===== config.mk =====
export PLATFORM = sky130hd
export DESIGN_NAME = noise_voice
export DESIGN_NICKNAME = d
export VERILOG_FILES = /design/src/rtl/noise_pkg.sv /design/src/rtl/noise_rate_div.sv /design/src/rtl/noise_lfsr.sv /design/src/rtl/noise_ring.sv /design/src/rtl/noise_voice.sv
export SDC_FILE = /design/constraint.sdc
export NUM_CORES = 1
export LEC_CHECK = 0
export CAP_MARGIN = 25
export CORE_MARGIN = 10
export CORE_UTILIZATION = 40
export DETAILED_ROUTE_END_ITERATION = 6
export PLACE_DENSITY = 0.59
export RECOVER_POWER = 25
export SLEW_MARGIN = 15
export SYNTH_ARGS = -nofsm -noshare
export SYNTH_HDL_FRONTEND = slang
export SYNTH_SLANG_ARGS = --single-unit
export TNS_END_PERCENT = 100

===== constraint.sdc =====
create_clock -name clk -period 2.2 [get_ports clk]
set_input_delay 0.44 -clock clk [delete_from_list [all_inputs] [get_ports clk]]
set_output_delay 0.44 -clock clk [all_outputs]
set_load 0.02 [all_outputs]

===== src/rtl/noise_pkg.sv =====
package noise_pkg;
    localparam int LFSR_W = 16;
    localparam int RING_W = 8;
    localparam int FREQ_W = 7;

    localparam logic [LFSR_W-1:0] LFSR_TAPS = 16'hD008;
    localparam logic [LFSR_W-1:0] LFSR_SEED = 16'hACE1;

    typedef struct packed {
        logic step;
        logic edge_up;
    } lfsr_evt_t;

    function automatic logic [LFSR_W-1:0] lfsr_next(input logic [LFSR_W-1:0] s);
        return {s[LFSR_W-2:0], ^(s & LFSR_TAPS)};
    endfunction

    function automatic logic lfsr_rises(input logic [LFSR_W-1:0] s);
        return (!s[LFSR_W-1]) && s[LFSR_W-2];
    endfunction
endpackage


===== src/rtl/noise_rate_div.sv =====
module noise_rate_div #(
    parameter int W = 7
) (
    input  logic         clk,
    input  logic         rst,
    input  logic         tick_en,
    input  logic [W-1:0] reload,
    output logic         wrap
);
    logic [W-1:0] count_q;

    assign wrap = tick_en && (count_q == '0);

    always_ff @(posedge clk) begin
        if (rst) begin
            count_q <= '0;
        end else if (tick_en) begin
            if (count_q == '0) count_q <= reload;
            else               count_q <= count_q - 1'b1;
        end
    end
endmodule


===== src/rtl/noise_lfsr.sv =====
module noise_lfsr
    import noise_pkg::*;
(
    input  logic              clk,
    input  logic              rst,
    input  logic              advance,
    output logic [LFSR_W-1:0] state,
    output lfsr_evt_t         evt
);
    always_ff @(posedge clk) begin
        if (rst)          state <= LFSR_SEED;
        else if (advance) state <= lfsr_next(state);
    end

    assign evt.step    = advance;
    assign evt.edge_up = advance && lfsr_rises(state);
endmodule


===== src/rtl/noise_ring.sv =====
module noise_ring #(
    parameter int W = 8
) (
    input  logic         clk,
    input  logic         rst,
    input  logic         shift,
    input  logic         enable,
    output logic [W-1:0] ring
);
    logic feed;

    assign feed = enable ? ~ring[W-1] : 1'b0;

    always_ff @(posedge clk) begin
        if (rst)        ring <= '0;
        else if (shift) ring <= {ring[W-2:0], feed};
    end
endmodule


===== src/rtl/noise_voice.sv =====
module noise_voice
    import noise_pkg::*;
(
    input  logic              clk,
    input  logic              rst,
    input  logic              tick_en,
    input  logic [FREQ_W-1:0] freq,
    input  logic              voice_on,
    output logic              noise_out
);
    logic              div_wrap;
    logic [LFSR_W-1:0] lfsr_state;
    lfsr_evt_t         lfsr_evt;
    logic [RING_W-1:0] ring_state;

    noise_rate_div #(.W(FREQ_W)) u_div (
        .clk     (clk),
        .rst     (rst),
        .tick_en (tick_en),
        .reload  (freq),
        .wrap    (div_wrap)
    );

    noise_lfsr u_lfsr (
        .clk     (clk),
        .rst     (rst),
        .advance (div_wrap),
        .state   (lfsr_state),
        .evt     (lfsr_evt)
    );

    noise_ring #(.W(RING_W)) u_ring (
        .clk     (clk),
        .rst     (rst),
        .shift   (lfsr_evt.edge_up),
        .enable  (voice_on),
        .ring    (ring_state)
    );

    assign noise_out = ring_state[RING_W-1];
endmodule


==> results of run 1 <==
cells by family after synthesis:
logic type	count (synthesis)	share of synthesized area, %
and+or+nand+nor	79	30.7
DFF	31	43.9
AOI/OAI and AO/OA	29	12.9
buffers and inverters	12	5.57
muxes	4	3.09
adders and majority gates	3	2.65
xor gates and xnor gates	2	1.24
synthesized netlist by cell type, drive strengths merged:
master    n  area share, %
or4b      1           0.97
or4bb     1           0.88
nand3b    6            3.2
nor3b     1           0.53
a311oi    1           0.62
xor2      1           0.62
o31ai     1           0.53
nor3      4            1.4
nand3     9            4.1
nand2b    2           0.88
o21ai     1           0.35
or3       2            1.1
buf       4            2.7
ha        3            2.7
a31oi     1           0.44
nor2      9            3.4
nand2    40             11
dfxtp    31             44
inv       3           0.80
nor4b     1            1.7
a211o     1           0.62
a21oi    19            6.7
a2111oi   1            1.1
o311ai    1           0.62
clkbuf    5            2.0
a211oi    2            1.4
or3b      2            1.2
a22oi     1           0.53
mux2      3            2.4
xnor2     1           0.62
mux2i     1           0.71
nor4bb    1           0.71
layout make-up:
| cell class | instances | share of cell area (%) |
|---|---|---|
| Inverter | 3 | 0.700 |
| Tap cell | 46 | 3.58 |
| Sequential cell | 31 | 38.6 |
| Timing Repair Buffer | 17 | 10.2 |
| Clock inverter | 1 | 0.311 |
| Clock buffer | 7 | 2.80 |
| Multi-Input combinational cell | 117 | 43.8 |
critical path: stages (launching register included):
cell	delay, ps
dfxtp_1	350
inv_1	100
ha_1	240
or3b_1	510
nor2_1	290
nor3_1	100
a2111oi_2	280
flip-flops by register name, indices dropped and copies added, names as in the netlist:
register,cells
u_lfsr.state,16
u_ring.ring,8
u_div.count_q,7
per-layer routing:
| metal | GRT usage (%) | part of all wire (%) | routed length (um) | vias to the layer above |
|---|---|---|---|---|
| met5 | 0 | 0 | 0 | - |
| met4 | 4.30 | 2.0 | 52 | 0 |
| met3 | 3.15 | 3.7 | 97 | 7 |
| met2 | 12.5 | 45 | 1170 | 12 |
| met1 | 11.0 | 50 | 1300 | 510 |
| li1 | - | - | - | 582 |
layout by cell type (no fill, tap or decap), types with 3 or more instances in the layout:
cell | synthesis | routed
a21oi_1 | 19 | 19
buf_4 | 0 | 4
clkbuf_1 | 4 | 3
clkbuf_4 | 0 | 5
clkdlybuf4s50_1 | 0 | 10
dfxtp_1 | 31 | 31
ha_1 | 3 | 3
inv_1 | 3 | 3
mux2_2 | 3 | 3
nand2_1 | 40 | 40
nand3_1 | 8 | 8
nand3b_1 | 6 | 6
nor2_1 | 7 | 8
nor3_1 | 4 | 4
how the worst max path moves through the flow:
stage                      from  slack, ps          endpoint
2_1_floorplan  u_div.count_q[0]        520    u_ring.ring[0]
3_3_place_gp            tick_en        170   u_lfsr.state[4]
3_5_place_dp            tick_en        110    u_ring.ring[0]
4_1_cts        u_div.count_q[0]        230    u_ring.ring[0]
5_1_grt        u_div.count_q[0]         40  u_div.count_q[3]
6_report       u_div.count_q[0]        230  u_div.count_q[3]
metrics by stage:
stage               total power, mW  hold slack (ps)  utilization, %  cells
floorplan                      1.06              429               -    160
global placement               1.15              438            46.4    214
detailed placement             1.16              442            46.4    214
CTS                            1.46              457            47.9    222
global route                   1.52              477            47.4    222
finish                         1.43              456            47.4    222
power breakdown:
part / internal, mW / switching (mW) / leakage, nW
Sequential: 0.634 / 0.0645 / 0.253
Combinational: 0.195 / 0.227 / 0.310
Clock: 0.124 / 0.185 / 0.0293
==> results.sh, run 1 <==
export IMPL_status="finished, final reports clean"
export IMPL_pre_cts_slack_ps=114
export IMPL_worst_ep_required_time_ps=2430
export IMPL_multiInputGateArea_um2=704
export IMPL_post_cts_setup_buffers=0
export IMPL_num_rows=21
export IMPL_rsz0062_at_grt="no"
export IMPL_hold_path_depth=2
export IMPL_cts_root_buf="clkbuf_4"
export IMPL_grt_overflow_total=0
export IMPL_hold_viol_final=0
export IMPL_period_minus_slack_ps=1970
export IMPL_syn_inst=160
export IMPL_end_kind="flip-flop"
export IMPL_cts_sinks=31
export IMPL_vias_per_cell=5.00
export IMPL_cts_tree="done"
export IMPL_skew_ps=6.93
export IMPL_vdd_ir_drop_max_v=0.000386
export IMPL_synth_seq_cells=31
export IMPL_coreArea_um2=3390
export IMPL_syn_nets=174
export IMPL_postRouteAntennaNets=0
export IMPL_n_antenna_cell=0
export IMPL_post_route_drc_count=0
export IMPL_period_share_pct=89.8
export IMPL_routed_via_count=1111
export IMPL_fin_area_um2=1610
export IMPL_crit_arrival_ps=2200
export IMPL_crit_fanout=6
export IMPL_fin_ws_ps=225
export IMPL_gp_congestion=0.734
export IMPL_worst_pin_slew_ps=458
export IMPL_yosysWarnings=0
export IMPL_postCtsHoldBufs=0
export IMPL_post_drt_wl_per_cell_um=11.8
export IMPL_cts_buffer_depth=2
export IMPL_max_freq_ghz=0.506
export IMPL_syn_cell_area_um2=1420
export IMPL_place_area_um2=1570
export IMPL_wirelength_mm=2.62
export IMPL_cts_buffers=5
export IMPL_grt_pass1_vias=1016
export IMPL_maxCapViolCount=0
export IMPL_worstSetupPathType="reg -> reg"
export IMPL_hp_start="u_lfsr.state[8]"
export IMPL_io_buffers=11
export IMPL_cts_max_level=2
export IMPL_yosysSeqAreaShare_pct=43.9
export IMPL_area_delta_synth_final_pct=13.6
export IMPL_clock_latency_ps=320
export IMPL_grt_max_degree=25
export IMPL_final_nets=189
export IMPL_grt_pass1_wl_mm=4.46
export IMPL_grt_antenna_before_repair=0
export IMPL_worstReg2RegEnd="u_div.count_q[3]"
export IMPL_tns_ps=0
export IMPL_hp_class="reg -> reg"
export IMPL_p_leak_nw=0.592
export IMPL_r2r_start="u_div.count_q[0]"
export IMPL_fillers=329
export IMPL_dr_pass1_iters=4
export IMPL_hold_end="u_lfsr.state[9]"
export IMPL_die_width_um=79.5
export IMPL_syn_area_per_cell_um2=8.84
export IMPL_ff2ff_path_depth=6
export IMPL_globalRouteTotalUtil_pct=8.66
export IMPL_dp_hpwl_mm=1.87
export IMPL_r2r_setup_slack_ps=230
export IMPL_path_clk_slew_ps=90
export IMPL_drv_slew=0
export IMPL_dieHeight_um=79.5
export IMPL_drive_above_1_share_pct=12.5
export IMPL_p_per_area_nw_per_um2=889
export IMPL_seqCellArea_um2=621
export IMPL_critPathLaunchType="flip-flop"
export IMPL_max_slew_margin_pct=69.4
export IMPL_finalSetupViolCount=0
export IMPL_ioPinCount=12
export IMPL_dieArea_um2=6320
export IMPL_synth_cell_type_count=37
export IMPL_initial_core_util_pct=41.7
export IMPL_drt_initial_drc_count=35
export IMPL_cts_resized=0
No activity file was read; power rests on OpenSTA's default activity.
==> run 2, diff against run 1 <==
RECOVER_POWER = unset   (was 25)
clock period = 2.55 ns   (was 2.2 ns; I/O delays follow)
==> run 2 against run 1 <==
Against the previous run: clock skew is essentially flat; core utilization is essentially flat; count of clock-buffer cells in the layout grew 1; non-clock buffer count shrank 3; wire length grew 1.7%; sequential share of layout area is essentially flat; power shrank 9.8%; worst hold slack gained 3.0 ps; critical path type unchanged; largest power group unchanged.
==> results.sh, run 2 (synthesized netlist as in run 1, its figures left out) <==
export IMPL_status="finished, final reports clean"
export IMPL_fillers=335
export IMPL_postRouteAntennaNets=0
export IMPL_layout_common_cells="nand2_1 (40), dfxtp_1 (31), a21oi_1 (19), clkdlybuf4s50_1 (11), nand3_1 (8)"
export IMPL_grt_pass1_wl_mm=4.90
export IMPL_hold_end="u_ring.ring[1]"
export IMPL_crit_arrival_ps=2270
export IMPL_fin_area_um2=1610
export IMPL_dp_hpwl_mm=1.86
export IMPL_gp_congestion=0.732
export IMPL_hold_viol_final=0
export IMPL_tns_ps=0
export IMPL_end_kind="flip-flop"
export IMPL_critPathLaunchType="flip-flop"
export IMPL_p_leak_nw=0.585
export IMPL_clock_latency_ps=330
export IMPL_hold_path_depth=2
export IMPL_io_buffers=11
export IMPL_reg_largest_list="u_lfsr.state x16, u_ring.ring x8, u_div.count_q x7"
export IMPL_place_area_um2=1540
export IMPL_post_cts_setup_buffers=0
export IMPL_vias_per_cell=5.03
export IMPL_worst_ep_required_time_ps=2810
export IMPL_n_antenna_cell=0
export IMPL_area_delta_synth_final_pct=13.5
export IMPL_drive_above_1_share_pct=13.3
export IMPL_wirelength_mm=2.66
export IMPL_cts_resized=0
export IMPL_drt_initial_drc_count=48
export IMPL_drv_slew=0
export IMPL_cts_buffer_depth=2
export IMPL_cts_buffers=5
export IMPL_grt_overflow_total=0
export IMPL_final_common_cell="nand2_1"
export IMPL_fin_cells=219
export IMPL_routed_via_count=1101
export IMPL_ioPinCount=12
export IMPL_coreArea_um2=3390
export IMPL_worst_pin_slew_ps=497
export IMPL_worstReg2RegEnd="u_lfsr.state[3]"
export IMPL_period_minus_slack_ps=2010
export IMPL_power_mw=1.29
export IMPL_initial_core_util_pct=41.7
export IMPL_finalSetupViolCount=0
export IMPL_grt_antenna_before_repair=0
export IMPL_final_nets=186
export IMPL_p_per_area_nw_per_um2=803
export IMPL_maxCapViolCount=0
export IMPL_dp_cells=211
export IMPL_grt_pass1_vias=1122
export IMPL_grt_max_degree=33
export IMPL_worstSetupPathType="reg -> reg"
export IMPL_skew_ps=6.47
export IMPL_period_share_pct=78.8
export IMPL_num_rows=21
export IMPL_globalRouteTotalUtil_pct=9.47
export IMPL_cts_tree="done"
export IMPL_hp_class="reg -> reg"
export IMPL_r2r_start="u_div.count_q[0]"
export IMPL_postCtsHoldBufs=0
export IMPL_dieHeight_um=79.5
export IMPL_dieArea_um2=6320
export IMPL_dr_pass1_iters=4
export IMPL_post_route_drc_count=0
export IMPL_post_drt_wl_per_cell_um=12.2
export IMPL_largest_reg_flops=16
export IMPL_top_register="u_lfsr.state"
export IMPL_cts_max_level=2
export IMPL_crit_fanout=16
export IMPL_r2r_setup_slack_ps=540
export IMPL_max_slew_margin_pct=66.8
export IMPL_path_clk_slew_ps=90
export IMPL_vdd_ir_drop_max_v=0.000312
export IMPL_ff2ff_path_depth=7
export IMPL_rsz0062_at_grt="no"
export IMPL_cts_root_buf="clkbuf_4"
export IMPL_die_width_um=79.5
export IMPL_hp_start="u_ring.ring[1]"
export IMPL_max_freq_ghz=0.497
export IMPL_cts_sinks=31
-- run 2: metal layers --
metal / routed length (um) / track usage [%] / vias up
li1: - / - / 574
met3: 122 / 4.05 / 5
met4: 45 / 3.76 / 0
met5: 0 / 0 / -
met2: 1190 / 15.1 / 15
met1: 1300 / 10.8 / 507
-- run 2: area by class of cell --
class,instances,area (um2),share of cell area [%]
clock buffers,8,68.8,4.28
inverters,3,11.3,0.701
multi-input cells,117,716,44.5
flip-flops and latches,31,621,38.6
well taps,46,57.6,3.58
repair buffers,14,133,8.26
-- run 2: worst max path at each step --
stage	end	startpoint	slack [ps]
2_1_floorplan	u_ring.ring[0]	u_div.count_q[0]	870
3_3_place_gp	u_lfsr.state[0]	tick_en	360
3_5_place_dp	u_lfsr.state[8]	tick_en	300
4_1_cts	u_lfsr.state[8]	u_div.count_q[0]	520
5_1_grt	u_lfsr.state[3]	u_div.count_q[0]	350
6_report	u_lfsr.state[3]	u_div.count_q[0]	540
-- run 2: worst max-delay path, cell delays in order (launching register included) --
cell and delay (ps):
dfxtp_1 340, inv_1 100, ha_1 260, or3b_1 540, nor2_4 270, buf_4 250, nand2_1 70, a21oi_1 120
-- run 2: metrics by stage --
step	hold WS [ps]	util, %	setup slack, ps
after floorplan	429	-	872
after global placement	439	45.4	359
after detailed placement	449	45.4	304
after CTS	463	47.4	517
after global routing	476	47.4	354
final	459	47.4	540
-- run 2: where the power goes --
group | internal (mW) | switching, mW | total (mW)
sequential | 0.547 | 0.0575 | 0.605
combinational | 0.163 | 0.200 | 0.362
clock | 0.162 | 0.160 | 0.322
total | 0.872 | 0.417 | 1.29
==> run 3, diff against run 2 <==
clock period = 1.9 ns   (was 2.55 ns; I/O delays follow)
==> run 3 against run 2 <==
Against the previous run: cell area grew 5.1%; sequential power rose by 34%; worst setup slack lost 350 ps; sequential cell count is the same; largest power group unchanged; count of clock-buffer cells in the layout is 2 lower; non-clock buffer count is 9 higher; core utilization rose by 2.4 points; global-route usage is 0.13 points lower; wire length is 2.6% higher; register-to-register slack got worse by 350 ps; first-iteration DRC count rose by 48%.
==> results.sh, run 3 (synthesized netlist as in run 1, its figures left out) <==
export IMPL_fin_ws_ps=188
export IMPL_top_register="u_lfsr.state"
export IMPL_grt_pass1_wl_mm=4.73
export IMPL_skew_ps=15.0
export IMPL_maxCapViolCount=0
export IMPL_grt_max_degree=27
export IMPL_num_rows=21
export IMPL_p_per_area_nw_per_um2=1050
export IMPL_period_share_pct=90.1
export IMPL_end_kind="flip-flop"
export IMPL_crit_fanout=6
export IMPL_cts_buffers=5
export IMPL_critPathLaunchType="flip-flop"
export IMPL_final_nets=195
export IMPL_pre_cts_slack_ps=-117
export IMPL_routed_via_count=1134
export IMPL_cts_buffer_depth=2
export IMPL_hold_viol_final=0
export IMPL_post_drt_wl_per_cell_um=12.0
export IMPL_die_width_um=79.5
export IMPL_rsz0062_at_grt="no"
export IMPL_crit_chain="inv_1 > ha_1 > or3b_4 > nor2_4 > or3_2 > a31oi_1"
export IMPL_cts_max_level=2
export IMPL_final_common_cell="nand2_1"
export IMPL_place_area_um2=1630
export IMPL_initial_core_util_pct=41.7
export IMPL_crit_slowest_cell="or3_2"
export IMPL_worst_pin_slew_ps=357
export IMPL_grt_antenna_before_repair=0
export IMPL_postRouteAntennaNets=0
export IMPL_n_antenna_cell=0
export IMPL_dr_pass1_iters=4
export IMPL_ioPinCount=12
export IMPL_layout_common_cells="nand2_1 (40), dfxtp_1 (31), a21oi_1 (19), clkdlybuf4s50_1 (11), buf_4 (10)"
export IMPL_period_minus_slack_ps=1710
export IMPL_path_delay_family="simple AND/OR/NAND/NOR gates"
export IMPL_worst_ep_required_time_ps=2170
export IMPL_dieArea_um2=6320
export IMPL_cts_root_buf="clkbuf_4"
export IMPL_max_slew_margin_pct=76.0
export IMPL_worst_path_stages=6
export IMPL_clock_latency_ps=330
export IMPL_path_buf_inv=1
export IMPL_worstSetupPathType="reg -> reg"
export IMPL_dp_hpwl_mm=2.01
export IMPL_worstReg2RegEnd="u_div.count_q[2]"
export IMPL_r2r_setup_slack_ps=190
export IMPL_vias_per_cell=5.00
export IMPL_vdd_ir_drop_max_v=0.000529
export IMPL_area_delta_synth_final_pct=19.4
export IMPL_reg_largest_list="u_lfsr.state x16, u_ring.ring x8, u_div.count_q x7"
export IMPL_dieHeight_um=79.5
export IMPL_worstSetupEndpoint="u_div.count_q[2]"
export IMPL_fin_area_um2=1690
export IMPL_slowest_delay_ps=440
export IMPL_wirelength_mm=2.73
export IMPL_status="finished, final reports clean"
export IMPL_dp_cells=220
export IMPL_drt_initial_drc_count=71
export IMPL_hold_ws_ps=447
export IMPL_globalRouteTotalUtil_pct=9.34
export IMPL_startpoint="u_div.count_q[1]"
export IMPL_gp_congestion=0.770
export IMPL_power_mw=1.77
export IMPL_drv_slew=0
export IMPL_largest_reg_flops=16
export IMPL_max_freq_ghz=0.584
export IMPL_finalSetupViolCount=0
export IMPL_io_buffers=11
export IMPL_grt_pass1_vias=1095
export IMPL_path_clk_slew_ps=100
export IMPL_p_leak_nw=0.630
export IMPL_ff2ff_path_depth=6
export IMPL_post_route_drc_count=0
export IMPL_crit_arrival_ps=1980
export IMPL_cts_tree="done"
export IMPL_coreArea_um2=3390
export IMPL_r2r_start="u_div.count_q[1]"
export IMPL_fillers=325
export IMPL_hp_class="reg -> reg"
export IMPL_fin_cells=227
export IMPL_grt_overflow_total=0
export IMPL_drive_above_1_share_pct=18.2
export IMPL_cts_sinks=31
## run 3: where the power goes
group / internal, mW / switching (mW)
Sequential: 0.735 / 0.0744
Combinational: 0.290 / 0.284
Clock: 0.171 / 0.217
## run 3: layout make-up
cell class                      instances  area, um2  share of cell area (%)
Multi-Input combinational cell        117        718                    42.5
Sequential cell                        31        621                    36.7
Timing Repair Buffer                   23        225                    13.3
Tap cell                               46       57.6                    3.41
Clock buffer                            6       51.3                    3.04
Inverter                                3       11.3                   0.667
Clock inverter                          1       5.00                   0.296
## run 3: repair_timing
item	4_1_cts	5_1_grt
gates resized for setup	0	1
setup buffers	0	0
hold buffers	0	0
setup endpoints to repair	0	5
## run 3: worst min-delay path by stage
stage               cells past startpoint          endpoint        startpoint
floorplan                               2    u_ring.ring[0]    u_ring.ring[0]
global placement                        2   u_lfsr.state[3]   u_lfsr.state[2]
detailed placement                      2  u_lfsr.state[12]  u_lfsr.state[11]
CTS                                     2  u_lfsr.state[14]  u_lfsr.state[13]
global route                            2  u_lfsr.state[14]  u_lfsr.state[13]
finish                                  2  u_lfsr.state[14]  u_lfsr.state[13]
## run 3: worst reg2reg max path, delay by kind of cell (launching register included)
kind / cells / cell delay [ps]
simple gates: 3 / 830
flops: 1 / 380
fa+ha+maj: 1 / 220
compound gates: 1 / 160
buf+inv: 1 / 80
## run 3: per-layer routing
layer	part of all wire [%]	track usage, %
met1	47	11.1
met2	46	14.1
met3	3.8	3.15
met4	2.5	5.91
met5	0	0
## run 3: metrics by stage
| stage | setup TNS, ps | util, % |
|---|---|---|
| 2_1_floorplan | 0 | - |
| 3_3_place_gp | -367 | 48.1 |
| 3_5_place_dp | -1130 | 48.1 |
| 4_1_cts | 0 | 49.8 |
| 5_1_grt | 0 | 49.8 |
| 6_report | 0 | 49.8 |
